[src/rtl/isa_wait_pkg.sv]
package isa_wait_pkg;

    localparam int STRB_N = 4;

    typedef enum logic [2:0] {
        ST_IDLE,
        ST_ZWS,
        ST_FULL,
        ST_DONE,
        ST_HOLD
    } state_e;

    // Values double as bit positions in the strobe vector.
    typedef enum logic [1:0] {
        KIND_IOR  = 2'd0,
        KIND_IOW  = 2'd1,
        KIND_MEMR = 2'd2,
        KIND_MEMW = 2'd3
    } kind_e;

    typedef struct packed {
        state_e            st;
        kind_e             kind;
        logic              pull;
        logic              nowait;
        logic              start;
        logic [STRB_N-1:0] prev;
    } ctl_t;

endpackage

[src/rtl/isa_sync.sv]
module isa_sync #(
    parameter int           W       = 7,
    parameter int           STAGES  = 2,
    parameter logic [W-1:0] RST_VAL = '0
) (
    input  logic         clk,
    input  logic         rst_n,
    input  logic [W-1:0] d_i,
    output logic [W-1:0] q_o
);

    logic [STAGES-1:0][W-1:0] chain_d;
    logic [STAGES-1:0][W-1:0] chain_q;

    always_comb begin
        chain_d[0] = d_i;
        for (int s = 1; s < STAGES; s++) begin
            chain_d[s] = chain_q[s-1];
        end
    end

    always_ff @(posedge clk) begin
        if (!rst_n) begin
            chain_q <= {STAGES{RST_VAL}};
        end else begin
            chain_q <= chain_d;
        end
    end

    assign q_o = chain_q[STAGES-1];

endmodule

[src/rtl/isa_wr_fifo.sv]
module isa_wr_fifo #(
    parameter int AW    = 24,
    parameter int DW    = 16,
    parameter int DEPTH = 4
) (
    input  logic          clk,
    input  logic          rst_n,
    input  logic          push_i,
    input  logic [AW-1:0] addr_i,
    input  logic [DW-1:0] data_i,
    output logic          full_o,
    output logic          valid_o,
    input  logic          ready_i,
    output logic [AW-1:0] addr_o,
    output logic [DW-1:0] data_o
);

    localparam int PW = $clog2(DEPTH);
    localparam int EW = AW + DW;
    localparam logic [PW-1:0] LAST = PW'(DEPTH - 1);
    localparam logic [PW:0]   FULL_CNT = (PW+1)'(DEPTH);

    typedef struct packed {
        logic [PW-1:0] rd;
        logic [PW-1:0] wr;
        logic [PW:0]   cnt;
    } ptr_t;

    ptr_t                     ptr_d, ptr_q;
    logic [DEPTH-1:0][EW-1:0] mem_d, mem_q;
    logic                     do_push, do_pop;

    assign full_o  = (ptr_q.cnt == FULL_CNT);
    assign valid_o = (ptr_q.cnt != '0);
    assign do_push = push_i && !full_o;
    assign do_pop  = valid_o && ready_i;
    assign {addr_o, data_o} = mem_q[ptr_q.rd];

    always_comb begin
        ptr_d = ptr_q;
        mem_d = mem_q;
        if (do_push) begin
            mem_d[ptr_q.wr] = {addr_i, data_i};
            ptr_d.wr = (ptr_q.wr == LAST) ? '0 : ptr_q.wr + 1'b1;
        end
        if (do_pop) begin
            ptr_d.rd = (ptr_q.rd == LAST) ? '0 : ptr_q.rd + 1'b1;
        end
        if (do_push && !do_pop) begin
            ptr_d.cnt = ptr_q.cnt + 1'b1;
        end else if (do_pop && !do_push) begin
            ptr_d.cnt = ptr_q.cnt - 1'b1;
        end
    end

    always_ff @(posedge clk) begin
        if (!rst_n) begin
            ptr_q <= '0;
            mem_q <= '0;
        end else begin
            ptr_q <= ptr_d;
            mem_q <= mem_d;
        end
    end

endmodule

[src/rtl/isa_wait_ctrl.sv]
module isa_wait_ctrl
    import isa_wait_pkg::*;
#(
    parameter int AW          = 24,
    parameter int DW          = 16,
    parameter int FIFO_DEPTH  = 4,
    parameter int SYNC_STAGES = 2
) (
    input  logic          clk,
    input  logic          rst_n,
    input  logic          ior_n,
    input  logic          iow_n,
    input  logic          memr_n,
    input  logic          memw_n,
    input  logic          aen,
    input  logic          refresh_n,
    input  logic          card_present,
    input  logic [AW-1:0] addr_i,
    input  logic [DW-1:0] data_i,
    input  logic          done_i,
    output logic          chrdy_low_o,
    output logic          nowait_o,
    output logic          acc_start_o,
    output logic [1:0]    acc_kind_o,
    output logic          fifo_valid_o,
    input  logic          fifo_ready_i,
    output logic [AW-1:0] fifo_addr_o,
    output logic [DW-1:0] fifo_data_o
);

    localparam int SYNC_W = STRB_N + 3;
    localparam logic [SYNC_W-1:0] SYNC_RST = {1'b0, 1'b1, 1'b0, {STRB_N{1'b1}}};

    logic [SYNC_W-1:0] raw_in, sync_out;
    logic [STRB_N-1:0] strb_s, fall;
    logic              aen_s, refn_s, card_s, cmd_ok;
    logic              wr_push, wr_full;
    ctl_t              ctl_d, ctl_q;

    assign raw_in = {card_present, refresh_n, aen, memw_n, memr_n, iow_n, ior_n};

    isa_sync #(
        .W       (SYNC_W),
        .STAGES  (SYNC_STAGES),
        .RST_VAL (SYNC_RST)
    ) i_sync (
        .clk   (clk),
        .rst_n (rst_n),
        .d_i   (raw_in),
        .q_o   (sync_out)
    );

    assign strb_s = sync_out[STRB_N-1:0];
    assign aen_s  = sync_out[STRB_N];
    assign refn_s = sync_out[STRB_N+1];
    assign card_s = sync_out[STRB_N+2];

    isa_wr_fifo #(
        .AW    (AW),
        .DW    (DW),
        .DEPTH (FIFO_DEPTH)
    ) i_fifo (
        .clk     (clk),
        .rst_n   (rst_n),
        .push_i  (wr_push),
        .addr_i  (addr_i),
        .data_i  (data_i),
        .full_o  (wr_full),
        .valid_o (fifo_valid_o),
        .ready_i (fifo_ready_i),
        .addr_o  (fifo_addr_o),
        .data_o  (fifo_data_o)
    );

    assign fall   = ctl_q.prev & ~strb_s;
    assign cmd_ok = card_s && !aen_s;

    always_comb begin
        ctl_d       = ctl_q;
        ctl_d.start = 1'b0;
        ctl_d.prev  = strb_s;
        wr_push     = 1'b0;
        case (ctl_q.st)
            ST_IDLE: begin
                if (cmd_ok) begin
                    if (fall[KIND_MEMW] && refn_s) begin
                        ctl_d.kind = KIND_MEMW;
                        if (!wr_full) begin
                            wr_push      = 1'b1;
                            ctl_d.st     = ST_ZWS;
                            ctl_d.nowait = 1'b1;
                        end else begin
                            ctl_d.st   = ST_FULL;
                            ctl_d.pull = 1'b1;
                        end
                    end else if (fall[KIND_MEMR] && refn_s) begin
                        ctl_d.kind  = KIND_MEMR;
                        ctl_d.st    = ST_DONE;
                        ctl_d.pull  = 1'b1;
                        ctl_d.start = 1'b1;
                    end else if (fall[KIND_IOW]) begin
                        ctl_d.kind  = KIND_IOW;
                        ctl_d.st    = ST_DONE;
                        ctl_d.pull  = 1'b1;
                        ctl_d.start = 1'b1;
                    end else if (fall[KIND_IOR]) begin
                        ctl_d.kind  = KIND_IOR;
                        ctl_d.st    = ST_DONE;
                        ctl_d.pull  = 1'b1;
                        ctl_d.start = 1'b1;
                    end
                end
            end
            ST_ZWS: begin
                if (strb_s[KIND_MEMW]) begin
                    ctl_d.st     = ST_IDLE;
                    ctl_d.nowait = 1'b0;
                end
            end
            ST_FULL: begin
                if (!card_s) begin
                    ctl_d.st   = ST_HOLD;
                    ctl_d.pull = 1'b0;
                end else if (strb_s[KIND_MEMW]) begin
                    ctl_d.st   = ST_IDLE;
                    ctl_d.pull = 1'b0;
                end else if (!wr_full) begin
                    wr_push    = 1'b1;
                    ctl_d.st   = ST_HOLD;
                    ctl_d.pull = 1'b0;
                end
            end
            ST_DONE: begin
                if (!card_s || done_i) begin
                    ctl_d.st   = ST_HOLD;
                    ctl_d.pull = 1'b0;
                end else if (strb_s[ctl_q.kind]) begin
                    ctl_d.st   = ST_IDLE;
                    ctl_d.pull = 1'b0;
                end
            end
            ST_HOLD: begin
                if (strb_s[ctl_q.kind]) begin
                    ctl_d.st = ST_IDLE;
                end
            end
            default: begin
                ctl_d.st     = ST_IDLE;
                ctl_d.pull   = 1'b0;
                ctl_d.nowait = 1'b0;
            end
        endcase
    end

    always_ff @(posedge clk) begin
        if (!rst_n) begin
            ctl_q        <= '0;
            ctl_q.st     <= ST_IDLE;
            ctl_q.kind   <= KIND_IOR;
            ctl_q.prev   <= '1;
        end else begin
            ctl_q <= ctl_d;
        end
    end

    // Removal releases the line without a clock edge.
    assign chrdy_low_o = ctl_q.pull && card_present;
    assign nowait_o    = ctl_q.nowait;
    assign acc_start_o = ctl_q.start;
    assign acc_kind_o  = ctl_q.kind;

endmodule

[config.mk]
export PLATFORM = sky130hd
export DESIGN_NAME = isa_wait_ctrl
export DESIGN_NICKNAME = d
export VERILOG_FILES = /design/src/rtl/isa_wait_pkg.sv /design/src/rtl/isa_sync.sv /design/src/rtl/isa_wr_fifo.sv /design/src/rtl/isa_wait_ctrl.sv
export SDC_FILE = /design/constraint.sdc
export NUM_CORES = 1
export LEC_CHECK = 0
export BUFFER_PORTS_ARGS = -buffer_cell sky130_fd_sc_hd__buf_2
export CELL_PAD_IN_SITES_DETAIL_PLACEMENT = 0
export CELL_PAD_IN_SITES_GLOBAL_PLACEMENT = 1
export CORE_AREA = 4 4 164 182
export CTS_CLUSTER_SIZE = 14
export DETAILED_ROUTE_END_ITERATION = 10
export DIE_AREA = 0 0 168 186
export PLACE_DENSITY = 0.61
export SLEW_MARGIN = 20
export SYNTH_ARGS = -nofsm -noshare
export SYNTH_HDL_FRONTEND = slang
export SYNTH_HIERARCHICAL = 1
export SYNTH_SLANG_ARGS = --single-unit
[constraint.sdc]
create_clock -name clk -period 9.02 [get_ports clk]
set_input_delay 0.902 -clock clk [delete_from_list [all_inputs] [get_ports clk]]
set_output_delay 0.902 -clock clk [all_outputs]
set_load 0.02 [all_outputs]
======== Word level (Yosys, flattened, before mapping) ========
Index checks and enable logic that the tools add are counted.
W data, S select, Z words.
word-level totals
  flip-flop bits (word level) ............. 193
  bits of input ports ..................... 51
  output and inout port bits .............. 46
  word-level logic and storage cells ...... 116
operators by class
  $add $sub $neg .......................... 4
  $lt $le $gt $ge ......................... 4
  equality and inequality tests ........... 15
  multiplexer cells ....................... 45
  bitwise gates (word level) .............. 7
  reductions and logical operators ........ 26
operator list
  kind                   count
  $bwmux W160            1
  $bmux W40 S2           1
  $demux W40 S2          1
  $mux W40               2
  $mux W3                8
  $mux W6                4
  $mux W1                19
  $pmux W3 S5            1
  $logic_and A1 B1 Y1    9
  $lt A2 B3 Y1 const B   3
  $mux W8                1
  $eq A3 B2 Y1 const B   2
  $eq A3 B3 Y1 const B   2
  $mux W2                3
  $ne A2 B2 Y1 const B   3
  $reduce_and A6 Y1      1
  $logic_not A1 Y1       5
  $ne A5 B5 Y1 const B   1
  $not A1 Y1             5
  $reduce_and A5 Y1      1
  $add A2 B1 Y2 const B  2
  $and A4 B4 Y4          1
  $eq A2 B2 Y1 const B   2
  $ne A4 B4 Y1 const B   1
  22 further kinds       22

======== Depth between registers and ports, before layout ========
Gate-level depths: netlist of run 1.
  depth after elaboration ................. 11
  depth in mapped cells ................... 13
  depth with buffers taken out ............ 12

======== By module ========
The synthesis of run 1 kept the hierarchy.
modules (own cells, without submodules)
  module         times used  cells an instance  area each (um2)  seq. area each (um2)
  isa_wr_fifo    1           660                7230.7           3343.2
  isa_wait_ctrl  1           85                 670.6            240.2
  isa_sync       1           29                 380.4            280.3

======== Least setup slack after synthesis of run 1 ========
Ideal clock, no wire load.
  path kind ............................... register -> register
  from .................................... register ctl_q[11] (netlist bit)
  to ...................................... register i_fifo/ptr_q[2] (netlist bit)
  setup time .............................. 0.076 ns
  arrival ................................. 3.110 ns
  required time ........................... 8.944 ns
  setup slack ............................. 5.835 ns
  stages on the path, launching flop included .. 14
  buffers on the path ..................... 2
  clock period less this slack ............ 3.185 ns
  path through ............................ dfxtp_1 > buf_2 > or4_1 > buf_2 > nor2_1 > nor2_1 > nor2_1 > nor2b_1 > ha_1 > inv_1 > fa_1 > xor2_1 > or3_2 > a21boi_0
between the ends
  longest elaborated chain between the ends .. 6
  elaborated cells on any way between the ends .. 9
  classes of those cells .................. 1 x eq/ne; 2 x mux; 6 x reduce/logical
RTL lines
  what                                              RTL line              source
  from (decl)                                       isa_wait_ctrl.sv:38   ctl_t ctl_d, ctl_q;
  from (signal assigned)                            isa_wait_ctrl.sv:162  ctl_q <= ctl_d;
  $eq A3 B2 Y1 or $logic_not A3 Y1 (tied branches)  isa_wait_ctrl.sv:83   case (ctl_q.st)
  $pmux W1 S2 (*)                                   isa_wait_ctrl.sv:83
  net wr_push                                       isa_wait_ctrl.sv:37   logic wr_push, wr_full;
  $logic_and A1 B1 Y1 (*)                           isa_wr_fifo.sv:35     assign do_push = push_i && !full_o;
  net i_fifo.do_push                                isa_wr_fifo.sv:31     logic do_push, do_pop;
  $logic_not A1 Y1                                  isa_wr_fifo.sv:51     end else if (do_pop && !do_push) begin
  $logic_and A1 B1 Y1                               isa_wr_fifo.sv:51
  $reduce_bool A2 Y1 (no source line)               n/a
  to (signal assigned)                              isa_wr_fifo.sv:61     ptr_q <= ptr_d;
  to (decl)                                         isa_wr_fifo.sv:29     ptr_t ptr_d, ptr_q;
Mark *: on every way through the listed nets, which the timed path passes. The rest lies on a longest branch.
A chain may end at the register's enable or synchronous reset.

======== Worst setup path in the final report of run 1 ========
  from .................................... register ctl_q[9] (netlist bit)
  to ...................................... register i_fifo/ptr_q[2] (netlist bit)
Same word-level chain as after synthesis.

==> impl_metrics.ini, run 1 <==
[logic_synthesis]
synth-async-reset-ratio_pct = 0
synth_simple_gate_area_share_pct = 14.14
ys_dominant_reg_cell = dfxtp_1
synth-seq-cells = 193
yosys-top-cells-count = 217 x nand2_1, 193 x dfxtp_1, 163 x mux2i_1
synthMuxAreaShare_pct = 30.85
synth_edf_count = 0
synth-xor-area-share_pct = 0.2115
synth.most_common_cell = nand2_1
synth_fp_nets = 832
yosys-top-cells-area = dfxtp_1 47%, mux2i_1 20%, mux4_2 11%
ys_seq_area_share_pct = 46.65
ys_warn_count = 6
yosys.area.top_type = dfxtp_1
netlist_area_um2 = 8282
synth_compound_area_share_pct = 2.312
synth_cells = 774
postSynthAreaPerCell_um2 = 10.70
synth.distinct_cells = 47
yosysTopAreaCellShare_pct = 46.65
synth_adder_area_share_pct = 1.148
synth_top_family_by_area = multiplexers

[timing]
fmax_mhz = 292.3
report.final.slew_viol_count = 0
rsz0062_at_grt = no
skew_ns = 0.01572
setup_violations = 0
tightest_slew_ns = 0.9315
min_period_ns = 3.421
tns_ns = 0
setup_ws_ns = 5.599
fin_hold_ws_ns = 0.4065
maxSlewHeadroom_pct = 37.90
hold_viol = 0
fin_crit_sh_pct = 37.93

[cells_and_area]
diodes = 0
drive_gt1_share_pct = 21.86
nets = 897
final_area_um2 = 9508
area_delta_synth_final_pct = 14.81

[clock_network]
cts_resized = 0
h-tree-depth = 4
cts.sinks = 193
clk_pin_slew_worst_paths_ns = 0.08
postCtsSetupRepairBufs = 0
clock_tree.buffer_depth = 2
root_buffer = clkbuf_16
cts_inserted_buffers = 17
cts_hold_buf = 0
clkLatencyLatePin_ns = 0.43
cts_tree = done

[floorplanning]
ioPinCount = 97
core_um2 = 27790
die_w_um = 168
rows = 64
die_y_um = 186
initial_utilization_pct = 29.80
die-area_um2 = 31250

[job]
cap_violations = 0

[placed_design]
dpl.hpwl_um = 11160
io_buffers = 96
pre_cts_slack_ns = 5.621
gp_congestion = 0.7164
postPlaceCellArea_um2 = 8939

[detailed_routing]
wl_per_cell_um = 15.48
vias_per_cell = 4.566
drtPass1Iterations = 6
ant_nets = 0
drc = 0
vias = 5543
drtIter0Drc = 185
wirelength_um = 18790

[worst_setup_path]
critPathMaxFanout = 12
crit_type = reg -> reg
required_ns = 9.37
critPathLaunchType = flop
endpoint_kind = flop
arrival_ns = 3.77

[power_and_ir_drop]
irDropWorstVdd_v = 0.0001153
p_leak_nw = 3.374
p_total_mw = 1.842
p_per_area_nw_per_um2 = 193.7

[grt]
antenna_found_initial = 0
grt_usage_pct = 12.30
grt_pass1_wl_um = 30950
grt_max_degree = 84
grt-ovfl-total = 0
grt_pass1_vias = 5717

[run_status]
status = finished clean

[hold_path]
hp-class = reg -> reg
[layer usage]
layer,vias up,part of all wire (%),global-route usage [%]
li1,2781,-,-
met1,2674,48,16.28
met2,76,47,20.32
met3,12,3.7,3.335
met4,0,0.91,2.630
met5,-,0,0
[final timing paths]
check / to / depth (start not counted) / start / slack [ns]
max: i_fifo/ptr_q[2] / 11 / ctl_q[9] / 5.60
min: i_sync/q_o[0] / 1 / i_sync/chain_d[7] / 0.41
max reg2reg: i_fifo/ptr_q[2] / 11 / ctl_q[9] / 5.60
min reg2reg: i_sync/q_o[0] / 1 / i_sync/chain_d[7] / 0.41
[where the power goes]
part	total [mW]	internal [mW]	switching, mW	leakage (nW)
Combinational	0.193	0.0849	0.108	1.54
Clock	0.736	0.369	0.368	0.278
Sequential	0.912	0.867	0.0455	1.56
Total	1.84	1.32	0.521	3.37
[critical path, cell delays in order, from the launching register on]
cell	delay, ns
dfxtp_1	0.41
or4_1	0.69
nor2_1	0.15
nor2_1	0.05
nor2_1	0.26
nor2b_1	0.32
ha_1	0.24
inv_1	0.07
fa_1	0.43
xor2_1	0.18
or3_2	0.40
a21boi_0	0.16
[cell usage in the layout, fill, tap and decap left out, types with 7 or more instances in the layout]
| cell type | netlist | final |
|---|---|---|
| clkbuf_16 | 0 | 17 |
| mux2i_1 | 163 | 163 |
| buf_4 | 3 | 7 |
| nor2_1 | 14 | 14 |
| inv_1 | 7 | 7 |
| buf_2 | 10 | 95 |
| dfxtp_1 | 193 | 191 |
| nand2_1 | 217 | 217 |
| mux4_2 | 41 | 41 |
| nand2b_1 | 9 | 9 |
| o21ai_0 | 7 | 7 |
[per-stage QoR]
step	util [%]	std cells
2_1_floorplan	-	774
3_3_place_gp	32.17	1183
3_5_place_dp	32.17	1183
4_1_cts	34.22	1214
5_1_grt	34.22	1214
6_report	34.22	1214
[cells by family after synthesis]
| family | Yosys count |
|---|---|
| AND/OR/NAND/NOR | 275 |
| multiplexers | 204 |
| flip-flops | 193 |
| buffers and inverters | 64 |
| AO/OA/AOI/OAI | 29 |
| adder cells (fa/ha/maj) | 7 |
| XOR/XNOR | 2 |
[flip-flops by register name (all words and copies together), names as in the netlist]
| signal | cells |
|---|---|
| i_sync/q_o | 7 |
| ctl_q | 8 |
| i_fifo/mem_q | 160 |
| acc_kind_o | 2 |
| nowait_o | 1 |
| i_fifo/ptr_q | 7 |
| i_sync/chain_d | 7 |
| acc_start_o | 1 |
[layout make-up]
cell class	instances	area [um^2]
multi-input cells	517	4050
clock inverters	14	143.9
clock buffers	17	425.4
flip-flops and latches	193	3869
fillers	2842	18280
inverters	7	26.28
repair buffers	103	539.3
well taps	363	454.2
No activity file was read; power rests on OpenSTA's default activity.
==> run 2, diff against run 1 <==
--- a/config.mk
+++ b/config.mk
@@ -5,14 +5,15 @@
 export SDC_FILE = /design/constraint.sdc
 export NUM_CORES = 1
 export LEC_CHECK = 0
+export ABC_AREA = 1
 export BUFFER_PORTS_ARGS = -buffer_cell sky130_fd_sc_hd__buf_2
 export CELL_PAD_IN_SITES_DETAIL_PLACEMENT = 0
 export CELL_PAD_IN_SITES_GLOBAL_PLACEMENT = 1
-export CORE_AREA = 4 4 164 182
+export CORE_AREA = 4 4 183 203
 export CTS_CLUSTER_SIZE = 14
 export DETAILED_ROUTE_END_ITERATION = 10
-export DIE_AREA = 0 0 168 186
-export PLACE_DENSITY = 0.61
+export DIE_AREA = 0 0 187 207
+export PLACE_DENSITY = 0.66
 export SLEW_MARGIN = 20
 export SYNTH_ARGS = -nofsm -noshare
 export SYNTH_HDL_FRONTEND = slang
==> constraint.sdc (replaced) <==
create_clock -name clk -period 3.35 [get_ports clk]
set_input_delay 0.335 -clock clk [delete_from_list [all_inputs] [get_ports clk]]
set_output_delay 0.335 -clock clk [all_outputs]
set_load 0.02 [all_outputs]
==> run 2 against run 1 <==
Via count grew 77%. Worst setup slack lost 4.9 ns. Hold slack lost 0.34 ns. Wire length grew 69%. Synthesized area grew 26%. Critical path depth grew 5. Clock-buffer cell count grew 3. Clock power grew to 2.7 times the previous value. Largest power group unchanged. Highest routed layer unchanged.
==> impl_metrics.ini, run 2 <==
[timing]
fmax_mhz = 373.8
setup_ws_ns = 0.6746
setup_violations = 0
skew_ns = 0.01294
report.final.slew_viol_count = 0
fin_crit_sh_pct = 79.86
maxSlewHeadroom_pct = 50.43
rsz0062_at_grt = no
tightest_slew_ns = 0.7436
fin_hold_ws_ns = 0.06601
min_period_ns = 2.675
tns_ns = 0
hold_viol = 0

[worst_setup_path]
required_ns = 3.69
critPathLaunchType = flop
crit_type = reg -> reg
arrival_ns = 3.01
reg2regPathDepth = 16
critPathMaxFanout = 24
endpoint_kind = flop

[logic_synthesis]
yosysTopAreaCellShare_pct = 37.14
yosys.area.top_type = dfxtp_1
synth.distinct_cells = 28
postSynthAreaPerCell_um2 = 6.134
yosys-top-cells-area = dfxtp_1 37%, inv_1 15%, nand2_1 14%
ys_warn_count = 6
synth-seq-cells = 193
synth_edf_count = 0
synth_fp_nets = 1754
ys_seq_area_share_pct = 37.14
synth.most_common_cell = inv_1
ys_dominant_reg_cell = dfxtp_1
netlist_area_um2 = 10400
yosys-top-cells-count = 405 x inv_1, 378 x nand2_1, 258 x nor2_1
synth_cells = 1696
synth-async-reset-ratio_pct = 0

[hold_path]
hp-class = in -> reg
min_path_cells = 3

[power_and_ir_drop]
p_leak_nw = 5.776
p_per_area_nw_per_um2 = 557.2
irDropWorstVdd_v = 0.0004528

[detailed_routing]
vias = 9814
vias_per_cell = 4.518
wirelength_um = 31770
drtPass1Iterations = 5
drc = 0
drtIter0Drc = 711
ant_nets = 0
wl_per_cell_um = 14.63

[grt]
grt_max_degree = 167
antenna_found_initial = 0
grt-ovfl-total = 0
grt_pass1_wl_um = 51390
grt_usage_pct = 16.13
grt_pass1_vias = 9378

[clock_network]
cts_tree = done
h-tree-depth = 4
cts.sinks = 193
cts_hold_buf = 0
clk_pin_slew_worst_paths_ns = 0.08
cts_inserted_buffers = 17
clock_tree.buffer_depth = 2
postCtsSetupRepairBufs = 0
root_buffer = clkbuf_16
cts_resized = 0
clkLatencyLatePin_ns = 0.44

[cells_and_area]
final_area_um2 = 11740
regMostFlops = i_fifo/mem_q
final_cell_mix = 405 x inv_1, 377 x nand2_1, 258 x nor2_1
reg_top3 = i_fifo/mem_q: 160 flops, ctl_q: 8 flops
drive_gt1_share_pct = 9.838
area_delta_synth_final_pct = 12.87
diodes = 0
nets = 1773
fillers = 3862
seqCellArea_um2 = 3865
multi_input_area_um2 = 4493
layout_commonest_cell = inv_1
largest_reg_flops = 160
instances_no_fill = 2172

[floorplanning]
die_w_um = 187
ioPinCount = 97
initial_utilization_pct = 29.76
rows = 72
core_um2 = 34950
die-area_um2 = 38710
die_y_um = 207

[job]
cap_violations = 0

[placed_design]
dp_cells = 2140
io_buffers = 96
pre_cts_slack_ns = 0.7008
postPlaceCellArea_um2 = 11190
dpl.hpwl_um = 18120
gp_congestion = 0.7526

[run_status]
status = finished clean
[run 2: logic make-up (layout without fill, tap and decap cells)]
logic type,count (synthesis),in the layout,synth area share [%]
AND/OR/NAND/NOR,828,828,34.30
buffers and inverters,525,557,20.07
flip-flops,193,193,37.14
adder cells (fa/ha/maj),7,7,0.9141
XOR/XNOR,1,1,0.08421
AO/OA/AOI/OAI,142,142,7.481
[run 2: worst paths after layout]
kind / startpoint / slack (ns) / to
min: iow_n / 0.07 / i_sync/chain_d[8]
min reg2reg: i_sync/chain_d[12] / 0.39 / i_sync/q_o[5]
max: ctl_q[9] / 0.67 / i_fifo/ptr_q[2]
max reg2reg: ctl_q[9] / 0.67 / i_fifo/ptr_q[2]
[run 2: power by group]
group / total [mW] / internal, mW / switching (mW) / leakage, nW
registers: 2.41 / 2.33 / 0.0758 / 1.56
logic: 2.15 / 0.607 / 1.55 / 3.95
clock network: 1.98 / 0.990 / 0.988 / 0.264
total: 6.54 / 3.93 / 2.61 / 5.78
[run 2: layout make-up]
type,instances,share of cell area [%]
Tap cell,444,4.731
Inverter,407,13.01
Multi-Input combinational cell,978,38.27
Clock inverter,12,0.8632
Sequential cell,193,32.92
Timing Repair Buffer,118,6.404
Clock buffer,20,3.804
[run 2: critical path, cell delays in order, from the launching register on]
cell,delay (ns)
dfxtp_1,0.34
nor2_2,0.19
nand2_2,0.10
nor2_4,0.17
nand3_1,0.17
nand2_4,0.30
nand2_1,0.13
inv_1,0.12
ha_1,0.17
inv_1,0.07
fa_1,0.44
inv_1,0.07
nand2_1,0.04
nand3_1,0.09
nand2_1,0.06
nand2_1,0.05
nor2_1,0.04
[run 2: stage by stage]
| step | util (%) | total power, mW |
|---|---|---|
| floorplan | - | 3.931 |
| global route | 33.59 | 6.924 |
| global placement | 32.02 | 4.657 |
| detailed placement | 32.02 | 4.646 |
| finish | 33.59 | 6.542 |
| CTS | 33.59 | 6.648 |
[run 2: metal layers]
metal	vias up	routed length (um)	global-route usage [%]
met5	-	0	0
met1	4433	15190	21.51
met4	0	261	3.520
li1	5175	-	-
met2	191	15160	27.64
met3	15	1164	2.593
==> run 3, diff against run 2 <==
==> constraint.sdc (replaced) <==
create_clock -name clk -period 2.7 [get_ports clk]
set_input_delay 0.27 -clock clk [delete_from_list [all_inputs] [get_ports clk]]
set_output_delay 0.27 -clock clk [all_outputs]
set_load 0.02 [all_outputs]
==> run 3 against run 2 <==
Via count rose by 0.48%. Final cell count rose by 0.64%. Wire length rose by 1.2%. Sequential share of layout area fell by 0.32 points. Die area did not move. Sequential power rose by 22%. Combinational power rose by 28%. Highest routed layer unchanged. Worst setup slack got worse by 0.40 ns. Critical path depth fell by 6. Flip-flop and latch count did not move. Utilization rose by 0.33 points.
==> impl_metrics.ini, run 3 (synthesis gave the netlist of run 2 again) <==
[run_status]
status = finished clean

[clock_network]
postCtsSetupRepairBufs = 0
clock_tree.buffer_depth = 2
cts.sinks = 193
clkLatencyLatePin_ns = 0.44
cts_tree = done
root_buffer = clkbuf_16
cts_inserted_buffers = 17
h-tree-depth = 4
clk_pin_slew_worst_paths_ns = 0.07

[worst_setup_path]
critPathLaunchType = flop
slowest_stage = buf_4
arrival_ns = 2.77
critPathMaxFanout = 77
crit_type = reg -> reg
required_ns = 3.04
path_buf_inv = 2
crit_cells = 10
reg2regPathDepth = 10
max_stage_delay_ns = 0.53
crit_chain = nor2_2, nand2_2, nor2_4, nand3_1, nand2_4, buf_12, buf_4, nand4_1, nand2_1, nor2_1
endpoint_kind = flop
crit_family = simple AND/OR/NAND/NOR gates

[placed_design]
io_buffers = 96
dpl.hpwl_um = 18500
gp_congestion = 0.7613

[timing]
hold_viol = 0
report.final.slew_viol_count = 0
rsz0062_at_grt = no
min_period_ns = 2.427
tightest_slew_ns = 0.8847
maxSlewHeadroom_pct = 41.02
skew_ns = 0.008461
fin_crit_sh_pct = 89.90
fmax_mhz = 412.0
fin_hold_ws_ns = 0.02198
setup_violations = 0
tns_ns = 0

[grt]
grt-ovfl-total = 0
grt_usage_pct = 16.57
grt_max_degree = 166
antenna_found_initial = 0
grt_pass1_vias = 9468
grt_pass1_wl_um = 52260

[power_and_ir_drop]
p_per_area_nw_per_um2 = 699.5
irDropWorstVdd_v = 0.0004727
p_leak_nw = 5.830

[floorplanning]
die_y_um = 207
die-area_um2 = 38710
rows = 72
ioPinCount = 97
die_w_um = 187
initial_utilization_pct = 29.76
core_um2 = 34950

[cells_and_area]
drive_gt1_share_pct = 10.22
layout_commonest_cell = inv_1
diodes = 0
area_delta_synth_final_pct = 13.96
nets = 1787
regMostFlops = i_fifo/mem_q
reg_top3 = i_fifo/mem_q: 160 flops, ctl_q: 8 flops
fin_util_pct = 33.92
final_cell_mix = 405 x inv_1, 377 x nand2_1, 258 x nor2_1
largest_reg_flops = 160

[detailed_routing]
drtIter0Drc = 691
vias_per_cell = 4.511
wirelength_um = 32160
drc = 0
wl_per_cell_um = 14.71
vias = 9861
drtPass1Iterations = 4
ant_nets = 0

[hold_path]
min_path_cells = 3
hp-class = in -> reg

[job]
cap_violations = 0
-- run 3: cell count changes in the layout (fill, tap and decap cells not counted), moves of 2 or more --
| cell | change |
|---|---|
| buf_12 | -3 |
| buf_4 | +11 |
| bufinv_16 | +2 |
| clkinv_2 | +2 |
| clkinv_4 | -3 |
| dlygate4sd3_1 | +6 |
-- run 3: worst register-to-register path: cells and delay by family (launching register included) --
family	cells	cell delay [ns]
simple gates	8	1.07
flops	1	0.34
buf+inv	2	0.91
-- run 3: power breakdown --
part           switching (mW)  leakage (nW)  internal [mW]
registers              0.0404          1.56           2.90
clock network            1.20         0.277           1.40
logic                    1.99          3.99          0.767
-- run 3: path summary, 6_finish.rpt --
check                           slack [ns]               from                  to
worst max-delay path                  0.27           ctl_q[9]   i_fifo/mem_q[110]
worst min-delay path                  0.02       card_present  i_sync/chain_d[13]
worst max register to register        0.27           ctl_q[9]   i_fifo/mem_q[110]
worst min register to register        0.40  i_sync/chain_d[7]       i_sync/q_o[0]
-- run 3: what timing repair did --
action / 4_1_cts / 5_1_grt
hold endpoints to repair: 6 / 0
resized for setup: 0 / 0
hold buffers: 6 / 0
-- run 3: area by class of cell --
class                   count  area [um^2]
clock inverters            12        132.6
well taps                 444        555.5
fillers                  3868        23100
clock buffers              20        446.7
repair buffers            132        834.6
multi-input cells         978         4493
flip-flops and latches    193         3865
inverters                 407         1528
-- run 3: metal layers --
metal | vias to the layer above | track usage, % | wire, um
met5 | - | 0 | 0
met4 | 0 | 4.310 | 422
met3 | 26 | 2.660 | 1078
met2 | 169 | 27.26 | 14880
met1 | 4465 | 22.74 | 15780
li1 | 5201 | - | -
-- run 3: per-stage QoR --
stage	std cells	total power [mW]	instance area, um^2	setup slack (ns)
floorplan	1696	4.877	10400	0.02759
global placement	2148	5.810	11220	0.3361
detailed placement	2148	5.797	11220	0.3149
CTS	2186	8.415	11860	0.2881
global route	2186	8.758	11860	0.06392
finish	2186	8.293	11860	0.2727
